## src/rtl/lane_sync_pkg.sv

```systemverilog
package lane_sync_pkg;

  localparam int CG_W = 10;

  // Comma, one running disparity; the other disparity is its bitwise complement
  localparam logic [CG_W-1:0] COMMA_RDM = 10'b0101111100;

  typedef enum logic {
    ST_LOS  = 1'b0,
    ST_SYNC = 1'b1
  } sync_state_e;

endpackage

```

## src/rtl/lane_sync_comma.sv

```systemverilog
module lane_sync_comma
  import lane_sync_pkg::*;
(
  input  logic [CG_W-1:0] code,
  output logic            is_comma
);

  localparam int N_PAT = 2;

  logic [N_PAT-1:0] hit;

  for (genvar p = 0; p < N_PAT; p++) begin : g_pat
    localparam logic [CG_W-1:0] PAT = (p == 0) ? COMMA_RDM : ~COMMA_RDM;
    assign hit[p] = (code == PAT);
  end

  assign is_comma = |hit;

endmodule

```

## src/rtl/lane_sync_acq.sv

```systemverilog
module lane_sync_acq #(
  parameter int TARGET = 127
) (
  input  logic clk,
  input  logic rst,
  input  logic clear,
  input  logic restart,
  input  logic step,
  output logic done
);

  localparam int CW = $clog2(TARGET + 1);

  logic [CW-1:0] cnt;

  assign done = step && (cnt == CW'(TARGET - 1));

  always_ff @(posedge clk) begin
    if (rst || clear || restart || done) begin
      cnt <= '0;
    end else if (step) begin
      cnt <= cnt + 1'b1;
    end
  end

  AST_ACQ_CNT_BOUND: assert property (@(posedge clk) disable iff (rst)
    cnt < CW'(TARGET));

  AST_ACQ_RESTART: assert property (@(posedge clk) disable iff (rst)
    restart |=> cnt == '0);

endmodule

```

## src/rtl/lane_sync_errmon.sv

```systemverilog
module lane_sync_errmon #(
  parameter int LIMIT = 3,
  parameter int RUN   = 255
) (
  input  logic clk,
  input  logic rst,
  input  logic active,
  input  logic valid,
  input  logic bad,
  output logic lose
);

  localparam int EW = $clog2(LIMIT + 1);
  localparam int RW = $clog2(RUN + 1);

  logic [EW-1:0] err;
  logic [RW-1:0] run;
  logic          run_full;

  assign lose     = active && valid && bad && (err == EW'(LIMIT - 1));
  assign run_full = (run == RW'(RUN - 1));

  always_ff @(posedge clk) begin
    if (rst || !active || lose) begin
      err <= '0;
      run <= '0;
    end else if (valid) begin
      if (bad) begin
        err <= err + 1'b1;
        run <= '0;
      end else if (err != '0) begin
        if (run_full) begin
          err <= '0;
          run <= '0;
        end else begin
          run <= run + 1'b1;
        end
      end
    end
  end

  AST_ERR_BELOW_LIMIT: assert property (@(posedge clk) disable iff (rst)
    err < EW'(LIMIT));

  AST_RUN_CLEARS_ERR: assert property (@(posedge clk) disable iff (rst)
    (active && valid && !bad && err != '0 && run_full) |=> err == '0);

endmodule

```

## src/rtl/lane_sync_monitor.sv

```systemverilog
module lane_sync_monitor
  import lane_sync_pkg::*;
#(
  parameter int ACQ_COMMAS = 127,
  parameter int ERR_LIMIT  = 3,
  parameter int CLEAR_RUN  = 255
) (
  input  logic            clk,
  input  logic            rst,
  input  logic            cg_valid,
  input  logic [CG_W-1:0] cg_data,
  input  logic            cg_invalid,
  output logic            sync_o
);

  sync_state_e state;
  logic        is_comma;
  logic        in_los;
  logic        acq_step;
  logic        acq_restart;
  logic        acq_done;
  logic        lose;

  lane_sync_comma u_comma (
    .code     (cg_data),
    .is_comma (is_comma)
  );

  assign in_los      = (state == ST_LOS);
  assign acq_step    = in_los && cg_valid && !cg_invalid && is_comma;
  assign acq_restart = in_los && cg_valid && cg_invalid;

  lane_sync_acq #(.TARGET(ACQ_COMMAS)) u_acq (
    .clk     (clk),
    .rst     (rst),
    .clear   (!in_los),
    .restart (acq_restart),
    .step    (acq_step),
    .done    (acq_done)
  );

  lane_sync_errmon #(.LIMIT(ERR_LIMIT), .RUN(CLEAR_RUN)) u_err (
    .clk    (clk),
    .rst    (rst),
    .active (!in_los),
    .valid  (cg_valid),
    .bad    (cg_invalid),
    .lose   (lose)
  );

  always_ff @(posedge clk) begin
    if (rst) begin
      state <= ST_LOS;
    end else begin
      case (state)
        ST_LOS:  if (acq_done) state <= ST_SYNC;
        ST_SYNC: if (lose)     state <= ST_LOS;
        default: state <= ST_LOS;
      endcase
    end
  end

  assign sync_o = (state == ST_SYNC);

  AST_RISE_ON_COMMA: assert property (@(posedge clk) disable iff (rst)
    $rose(sync_o) |-> $past(cg_valid && !cg_invalid && is_comma));

  AST_FALL_ON_ERROR: assert property (@(posedge clk) disable iff (rst)
    $fell(sync_o) |-> ($past(rst) || $past(cg_valid && cg_invalid)));

  AST_IDLE_HOLDS: assert property (@(posedge clk) disable iff (rst)
    !cg_valid |=> $stable(sync_o));

  AST_RESET_LOS: assert property (@(posedge clk)
    rst |=> !sync_o);

endmodule

```

## config.mk

```make
export PLATFORM = sky130hd
export DESIGN_NAME = lane_sync_monitor
export DESIGN_NICKNAME = d
export VERILOG_FILES = /design/src/rtl/lane_sync_pkg.sv /design/src/rtl/lane_sync_comma.sv /design/src/rtl/lane_sync_acq.sv /design/src/rtl/lane_sync_errmon.sv /design/src/rtl/lane_sync_monitor.sv
export SDC_FILE = /design/constraint.sdc
export NUM_CORES = 1
export LEC_CHECK = 0
export BUFFER_PORTS_ARGS = -buffer_cell sky130_fd_sc_hd__buf_2
export CAP_MARGIN = 25
export CORE_AREA = 4 4 55 57
export CTS_CLUSTER_SIZE = 20
export DETAILED_ROUTE_END_ITERATION = 12
export DIE_AREA = 0 0 59 61
export PLACE_DENSITY = 0.71
export SKIP_CTS_REPAIR_TIMING = 1
export SLEW_MARGIN = 30
export SYNTH_ARGS = -nofsm -noshare
export SYNTH_HDL_FRONTEND = slang
export SYNTH_SLANG_ARGS = --single-unit
```

## constraint.sdc

```tcl
create_clock -name clk -period 1.4 [get_ports clk]
set_input_delay 0.28 -clock clk [delete_from_list [all_inputs] [get_ports clk]]
set_output_delay 0.28 -clock clk [all_outputs]
set_load 0.02 [all_outputs]
```

==> results.md, run 1 <==
- Worst Path Max Fanout: 8
- Routed via count: 975
- Endpoints failing hold: 0
- Sequential Power Share: 56.3%
- Synth area leaders: dfxtp_1 (37%), ha_1 (7.7%), nor2_1 (5.4%)
- CTS sink cnt: 18
- Combinational share of power: 7.4%
- Area leader, netlist: dfxtp_1
- Slew @ Worst Pin: 0.285 ns
- Pint: 0.000706 W
- Core Area: approximately 0.0025 mm²
- Antenna violations before repair: 0
- Data arrival, critical path: 1.62 ns
- HP Class: in2reg
- Share of post-route cells with drive strength above 1: between 40% and 50%
- Status: completed
- Sw Ratio: 22.3%
- Total GRT Usage: 12.9%
- Synth unique cells: 36
- Largest net degree at the start of global routing: 11
- Initial Util: 39.3%
- HPWL after DPL: roughly 1.7 mm
- WL final: 2.14 mm
- IO Count: 15
- Setup TNS: 0 ns
- Die Wd: between 50 and 60 µm
- Setup violations, final: 0
- Fillers: 242
- Post-route ant nets: 0
- CTS Buf Count: 3
- Crit path kind: in2reg
- Die Footprint: 0.00360 mm²
- Minimum clock period: 1.39 ns
- DRT Pass-1 Iters: 4
- Commonest cells after routing, fill and taps aside: buf_4 (24), buf_2 (14), nor2_1 (13), dfxtp_1 (11), nand2_1 (10)
- PwrDens: roughly 660 mW/mm²
- Clock power frac: 36.4%
- Clock Latency Late Sink: 0.30 ns
- Unrepaired setup endpoints after global routing: true
- Rows: 18
- #FFs+latches synth: 18
- Cell count after synthesis: 114
- Clock Skew: around 0.003 ns
- Critical path required time: 1.63 ns
- Synthesis Warnings: 0
- Initial DRC count: 21
- Peak supply drop: ~0.76 mV
- Final RePlAce weighted congestion: between 0.8 and 0.9
- Slew Viols, Final: 0
- Antenna fix cells: 0
- Global-route wire length before repair: 3.59 mm
- CTS Buffer Depth: 2
- PortBufs: 14
- H-tree levels: 1
- Area after DPL: about 0.0012 mm²
- Final period util: 99.2%
- TritonCTS clock tree: built
- Slew headroom: 80.9%
- Mapped Nets: 134
- Max Clk Rate: 0.720 GHz
- Setup crit start kind: primary input
- Number of global-route vias before repair: 932
- Vias/cell: 5.30
- Seq/Total Area, Yosys: 37.0%
- Die Ht: slightly above 60 µm
- Top-area cell type share of the netlist area: between 30% and 40%
- Post-route design area: ~0.0014 mm²
- Max-cap violations: 0
- Post-route DRC: 0
- Clk slew on worst S/H paths: 0.11 ns
- Min Hold Slack: 0.280 ns
- Commonest non-fill, non-tap cell in the layout: buf_4
- Fin nets: 175
- Static Leak: ~0.53 nW
- CTS root buffer: clkbuf_4
- Area Overhead vs Synth: 41.6%
- GRT overflow: 0
- Syn avg cell area: approximately 8.5 µm²
- WL/cell: 11.6 µm
- Net Switching: just over 0.0002 W
- Synth Cell Area: 975 µm²
- Crit. End Element: register
-- final timing paths --
path / startpoint / depth (start not counted) / to / slack (ns)
setup / recovery: cg_data[4] / 6 / u_acq.cnt[3] / 0.01
hold / removal: rst / 4 / sync_o / 0.28
hold reg to reg: u_acq.cnt[1] / 2 / u_acq.cnt[1] / 0.48
setup reg to reg: u_err.err[0] / 6 / u_err.run[7] / 0.04
-- power groups by stage --
stage | combinational [W] | clock [W] | sequential [W]
2_1_floorplan | 0.0000238 | 0 | 0.000523
3_3_place_gp | 0.0000603 | 0 | 0.000523
3_5_place_dp | 0.0000635 | 0 | 0.000523
4_1_cts | 0.0000638 | 0.000338 | 0.000512
5_1_grt | 0.0000742 | 0.000355 | 0.000512
6_report | 0.0000669 | 0.000331 | 0.000512
-- cell usage after synthesis --
cell and n:
and4b_1 1, clkbuf_1 1, nand3b_1 1, nor3b_1 1, o21a_1 1, nor2_1 14, nand2b_1 1, inv_1 6
dfxtp_1 18, xnor2_1 1, a21oi_1 8, and4bb_1 1, o41ai_1 1, a211oi_1 2, a31oi_1 1, a41o_1 1
or4_1 2, xor2_1 5, buf_2 1, o21ai_0 6, a32oi_1 1, and4_1 1, nor4b_2 1, nor4bb_1 1
nand3_1 3, nand4_1 4, and3_1 1, and4bb_2 1, or3_1 4, ha_1 6, a21boi_2 1, or4b_1 1
nand4b_1 2, nand2_1 12, o31ai_1 1, o21ai_2 1
-- kinds of logic after synthesis --
logic type | count (synthesis) | share of synthesized area, %
AO/OA/AOI/OAI | 24 | 15.8
XOR/XNOR | 6 | 5.39
adder cells (fa/ha/maj) | 6 | 7.70
buffers and inverters | 8 | 3.21
flip-flops | 18 | 37.0
AND/OR/NAND/NOR | 52 | 30.9
-- sequential cells by signal, summed over array words and instances, names as in the netlist --
name,flops
u_err.run,8
sync_o,1
u_err.err,2
u_acq.cnt,7
-- per-stage QoR --
stage / cells / setup WS (ns) / power, W / utilization [%]
5_1_grt: 184 / -0.0310 / 0.000941 / 55.7
2_1_floorplan: 114 / -0.0714 / 0.000547 / -
3_5_place_dp: 177 / -0.311 / 0.000587 / 50.5
6_report: 184 / 0.0113 / 0.000909 / 55.7
4_1_cts: 181 / -0.0645 / 0.000914 / 51.9
3_3_place_gp: 177 / -0.244 / 0.000584 / 50.5
-- critical path, stage by stage --
cell and delay [ns]:
buf_2 0.11, nor4b_2 0.25, and4b_1 0.29, o21ai_4 0.09, or4b_1 0.47, a21oi_1 0.13
-- layer usage --
layer	GRT usage, %	part of all wire (%)
met1	12.6	42
met2	25.7	51
met3	3.83	5.9
met4	3.88	1.1
met5	0	0
-- area by class of cell --
class                   count  area [µm²]  share of cell area (%)
multi-input cells          88         662                    48.0
flip-flops and latches     18         369                    26.7
repair buffers             38         250                    18.1
well taps                  30        37.5                    2.72
clock buffers               4        36.3                    2.63
inverters                   6        25.0                    1.81
Note: power is estimated with default switching activity, not from simulation.
==> inputs of run 2 (changes only) <==
--- a/config.mk
+++ b/config.mk
@@ -7,13 +7,15 @@
 export LEC_CHECK = 0
 export BUFFER_PORTS_ARGS = -buffer_cell sky130_fd_sc_hd__buf_2
 export CAP_MARGIN = 25
-export CORE_AREA = 4 4 55 57
+export CORE_AREA = 4 4 57 59
 export CTS_CLUSTER_SIZE = 20
 export DETAILED_ROUTE_END_ITERATION = 12
-export DIE_AREA = 0 0 59 61
-export PLACE_DENSITY = 0.71
+export DIE_AREA = 0 0 61 63
+export PLACE_DENSITY = 0.7
+export RECOVER_POWER = 25
 export SKIP_CTS_REPAIR_TIMING = 1
 export SLEW_MARGIN = 30
 export SYNTH_ARGS = -nofsm -noshare
 export SYNTH_HDL_FRONTEND = slang
+export SYNTH_HIERARCHICAL = 1
 export SYNTH_SLANG_ARGS = --single-unit
==> results.md, run 2 <==
- CTS Buffer Depth: 2 (unchanged)
- CTS sink cnt: 18 (unchanged)
- HPWL after DPL: 1.71 mm (was 1.70 mm)
- Max Clk Rate: 0.620 GHz (was 0.720 GHz)
- Delay-heaviest family, CP: simple AND/OR/NAND/NOR gates (unchanged)
- Clock Skew: 0.00630 ns (was 0.00299 ns)
- Slew @ Worst Pin: 0.278 ns (was 0.285 ns)
- PwrDens: 627 mW/mm² (was 659 mW/mm²)
- WL/cell: 14.2 µm (was 11.6 µm)
- Die Footprint: 0.00384 mm² (was 0.00360 mm²)
- Crit. End Element: register (unchanged)
- Slew headroom: 81.4% (was 80.9%)
- Final worst slack: -0.213 ns (was 0.0113 ns)
- Syn avg cell area: 9.42 µm² (was 8.55 µm²)
- Largest registers: u_err/run: 8 flops, u_acq/cnt: 7 flops, u_err/err: 2 flops (was u_err.run: 8 flops, u_acq.cnt: 7 flops, u_err.err: 2 flops)
- Busiest grt layer: met2 (unchanged)
- Failing checks: setup timing
- Final period util: 115% (was 99.2%)
- Commonest cells post-synth: dfxtp_1 (18), nor2_1 (14), xor2_1 (9), nand4_1 (7) (was dfxtp_1 (18), nor2_1 (14), nand2_1 (12), a21oi_1 (8))
- Antenna violations before repair: 0 (unchanged)
- Post-route ant nets: 0 (unchanged)
- Synth unique cells: 37 (was 36)
- Minimum clock period: 1.61 ns (was 1.39 ns)
- CTS root buffer: clkbuf_4 (unchanged)
- Unrepaired setup endpoints after global routing: true (unchanged)
- Worst setup path endpoint: u_acq/cnt[6] (was u_acq.cnt[3])
- Total GRT Usage: 12.2% (was 12.9%)
- Critical path required time: 1.62 ns (was 1.63 ns)
- Mapped Nets: 131 (was 134)
- Crit-path cells: buf_6, and4bb_1, nand3_2, o41ai_2, and4bb_2, buf_4, nand2_2, or3_1, a21oi_1 (was buf_2, nor4b_2, and4b_1, o21ai_4, or4b_1, a21oi_1)
- Setup TNS: -0.874 ns (was 0 ns)
- Synthesis Warnings: 6 (was 0)
- Fin util: 51.0% (was 55.7%)
- Largest net degree at the start of global routing: 10 (was 11)
- H-tree levels: 1 (unchanged)
- Status: finished with violations (was completed)
- Initial DRC count: 49 (was 21)
- Vias/cell: 5.48 (was 5.30)
- RR Startpoint: sync_o (was u_err.err[0])
- Min Hold Slack: 0.160 ns (was 0.280 ns)
- Post-Place Cells: 167 (was 177)
- Area Overhead vs Synth: 32.1% (was 41.6%)
- Max-cap violations: 0 (unchanged)
- PortBufs: 14 (unchanged)
- Antenna fix cells: 0 (unchanged)
- Share of post-route cells with drive strength above 1: 39.2% (was 43.5%)
- #FFs+latches synth: 18 (unchanged)
- Top-area cell type share of the netlist area: 34.4% (was 37.0%)
- Worst setup startpoint: cg_data[7] (was cg_data[4])
- Final Total Pwr: 0.000867 W (was 0.000909 W)
- Global-route wire length before repair: 3.62 mm (was 3.59 mm)
- Clock Latency Late Sink: 0.29 ns (was 0.30 ns)
- CTS Buf Count: 3 (unchanged)
- Die Ht: 63 µm (was 61 µm)
- GRT met2 Usage: 21.8% (was 25.7%)
- Most frequent cell after synthesis: dfxtp_1 (unchanged)
- Peak supply drop: 0.406 mV (was 0.755 mV)
- Cell count after synthesis: 111 (was 114)
- Endpoints failing hold: 0 (unchanged)
- Largest register FFs: 8 (unchanged)
- Number of global-route vias before repair: 926 (was 932)
- FFs w/ async S/R, synth: 0% (unchanged)
- DRT Pass-1 Iters: 4 (unchanged)
- Post-synth EDFFs: 0 (unchanged)
- WHS Path Cells: 2 (was 4)
- Ys flop type: dfxtp_1 (unchanged)
- Crit path kind: in2reg (unchanged)
- Clk slew on worst S/H paths: 0.10 ns (was 0.11 ns)
- Static Leak: 0.527 nW (was 0.528 nW)
- Final RePlAce weighted congestion: 0.746 (was 0.816)
- WL final: 2.48 mm (was 2.14 mm)
- Data arrival, critical path: 1.84 ns (was 1.62 ns)
- Slew Viols, Final: 0 (unchanged)
- Largest Register: u_err/run (was u_err.run)
- Met1 usage: 12.8% (was 12.6%)
- Core Area: 0.00271 mm² (was 0.00248 mm²)
- IO Count: 15 (unchanged)
- Synth area leaders: dfxtp_1 (34%), xor2_1 (7.5%), ha_1 (7.2%) (was dfxtp_1 (37%), ha_1 (7.7%), nor2_1 (5.4%))
- Post-route DRC: 0 (unchanged)
- Initial Util: 38.6% (was 39.3%)
- Layout Cells excl Fill: 174 (was 184)
- GRT overflow: 0 (unchanged)
- Area leader, netlist: dfxtp_1 (unchanged)
- Synth Cell Area: 0.00105 mm² (was 975 µm²)
- Levels on crit path: 9 (was 6)
- Setup violations, final: 8 (was 0)
- Worst Path Max Fanout: 5 (was 8)
- FF-to-FF End: u_acq/cnt[1] (was u_err.run[7])
- Die Wd: 61 µm (was 59 µm)
- Setup crit start kind: primary input (unchanged)
- R2r worst-path depth: 4 (was 6)
- Fin nets: 165 (was 175)
- Slowest CP cell: and4bb_2 (was or4b_1)
- Rows: 19 (was 18)
- HP Class: in2reg (unchanged)
- Commonest cells after routing, fill and taps aside: buf_4 (16), dfxtp_1 (16), nor2_1 (14), buf_2 (11), xor2_1 (9) (was buf_4 (24), buf_2 (14), nor2_1 (13), dfxtp_1 (11), nand2_1 (10))
- Routed via count: 953 (was 975)
- TritonCTS clock tree: built (unchanged)
- Crit path largest cell delay: 0.31 ns (was 0.47 ns)
- Grt met3 use: 1.86% (was 3.83%)
- Seq/Total Area, Yosys: 34.4% (was 37.0%)
- Buf/Inv on CP: 2 (was 1)
- R2R setup slack: -0.06 ns (was 0.04 ns)
## run 2: cell types whose count changed after synthesis, moves of 2 or more
| cell | change |
|---|---|
| xor2_1 | +4 |
| o21ai_0 | -2 |
| nand4_1 | +3 |
| nand3_1 | +3 |
| or3_1 | -2 |
| nand2b_1 | +3 |
| or4_1 | -2 |
| and2_1 | +3 |
| inv_1 | -2 |
| nand2_1 | -7 |
| a21oi_1 | -5 |
## run 2: cell families after synthesis
family	share of synthesized area, %
DFF	34.5
buffers and inverters	3.71
xor gates and xnor gates	9.21
AOI/OAI and AO/OA	15.0
and+or+nand+nor	30.5
adders and majority gates	7.18
## run 2: worst min-delay path by stage
| stage | from | to | slack, ns |
|---|---|---|---|
| global placement | u_err/err[0] | u_err/err[0] | 0.44 |
| floorplan | rst | sync_o | 0.34 |
| detailed placement | u_err/err[0] | u_err/err[0] | 0.45 |
| finish | rst | sync_o | 0.16 |
| CTS | rst | sync_o | 0.15 |
| global route | rst | sync_o | 0.15 |
## run 2: power breakdown
part           total, W  leakage, nW  switching [W]  internal (W)
registers      0.000512        0.146   0.0000000305      0.000512
logic          0.000104        0.367      0.0000481     0.0000562
clock network  0.000251       0.0138       0.000151      0.000100
total          0.000867        0.527       0.000199      0.000668
## run 2: layout make-up
| class | instances | area (µm²) |
|---|---|---|
| clock buffer | 3 | 22.5 |
| timing repair buffer | 31 | 220 |
| tap | 31 | 38.8 |
| multi-input combinational | 87 | 722 |
| fill | 238 | 1330 |
| sequential | 18 | 363 |
| inverter | 4 | 15.0 |
## run 2: metrics by stage
stage	area, µm²	setup slack (ns)
after floorplan	1050	-0.462
after global placement	1240	-0.521
after detailed placement	1240	-0.591
after CTS	1260	-0.282
after global routing	1380	-0.250
final	1380	-0.213
## run 2: per-layer routing
metal | part of all wire, % | vias up
met3 | 5.4 | 6
met2 | 52 | 27
met1 | 40 | 453
li1 | - | 467
met4 | 2.7 | 0
met5 | 0 | -
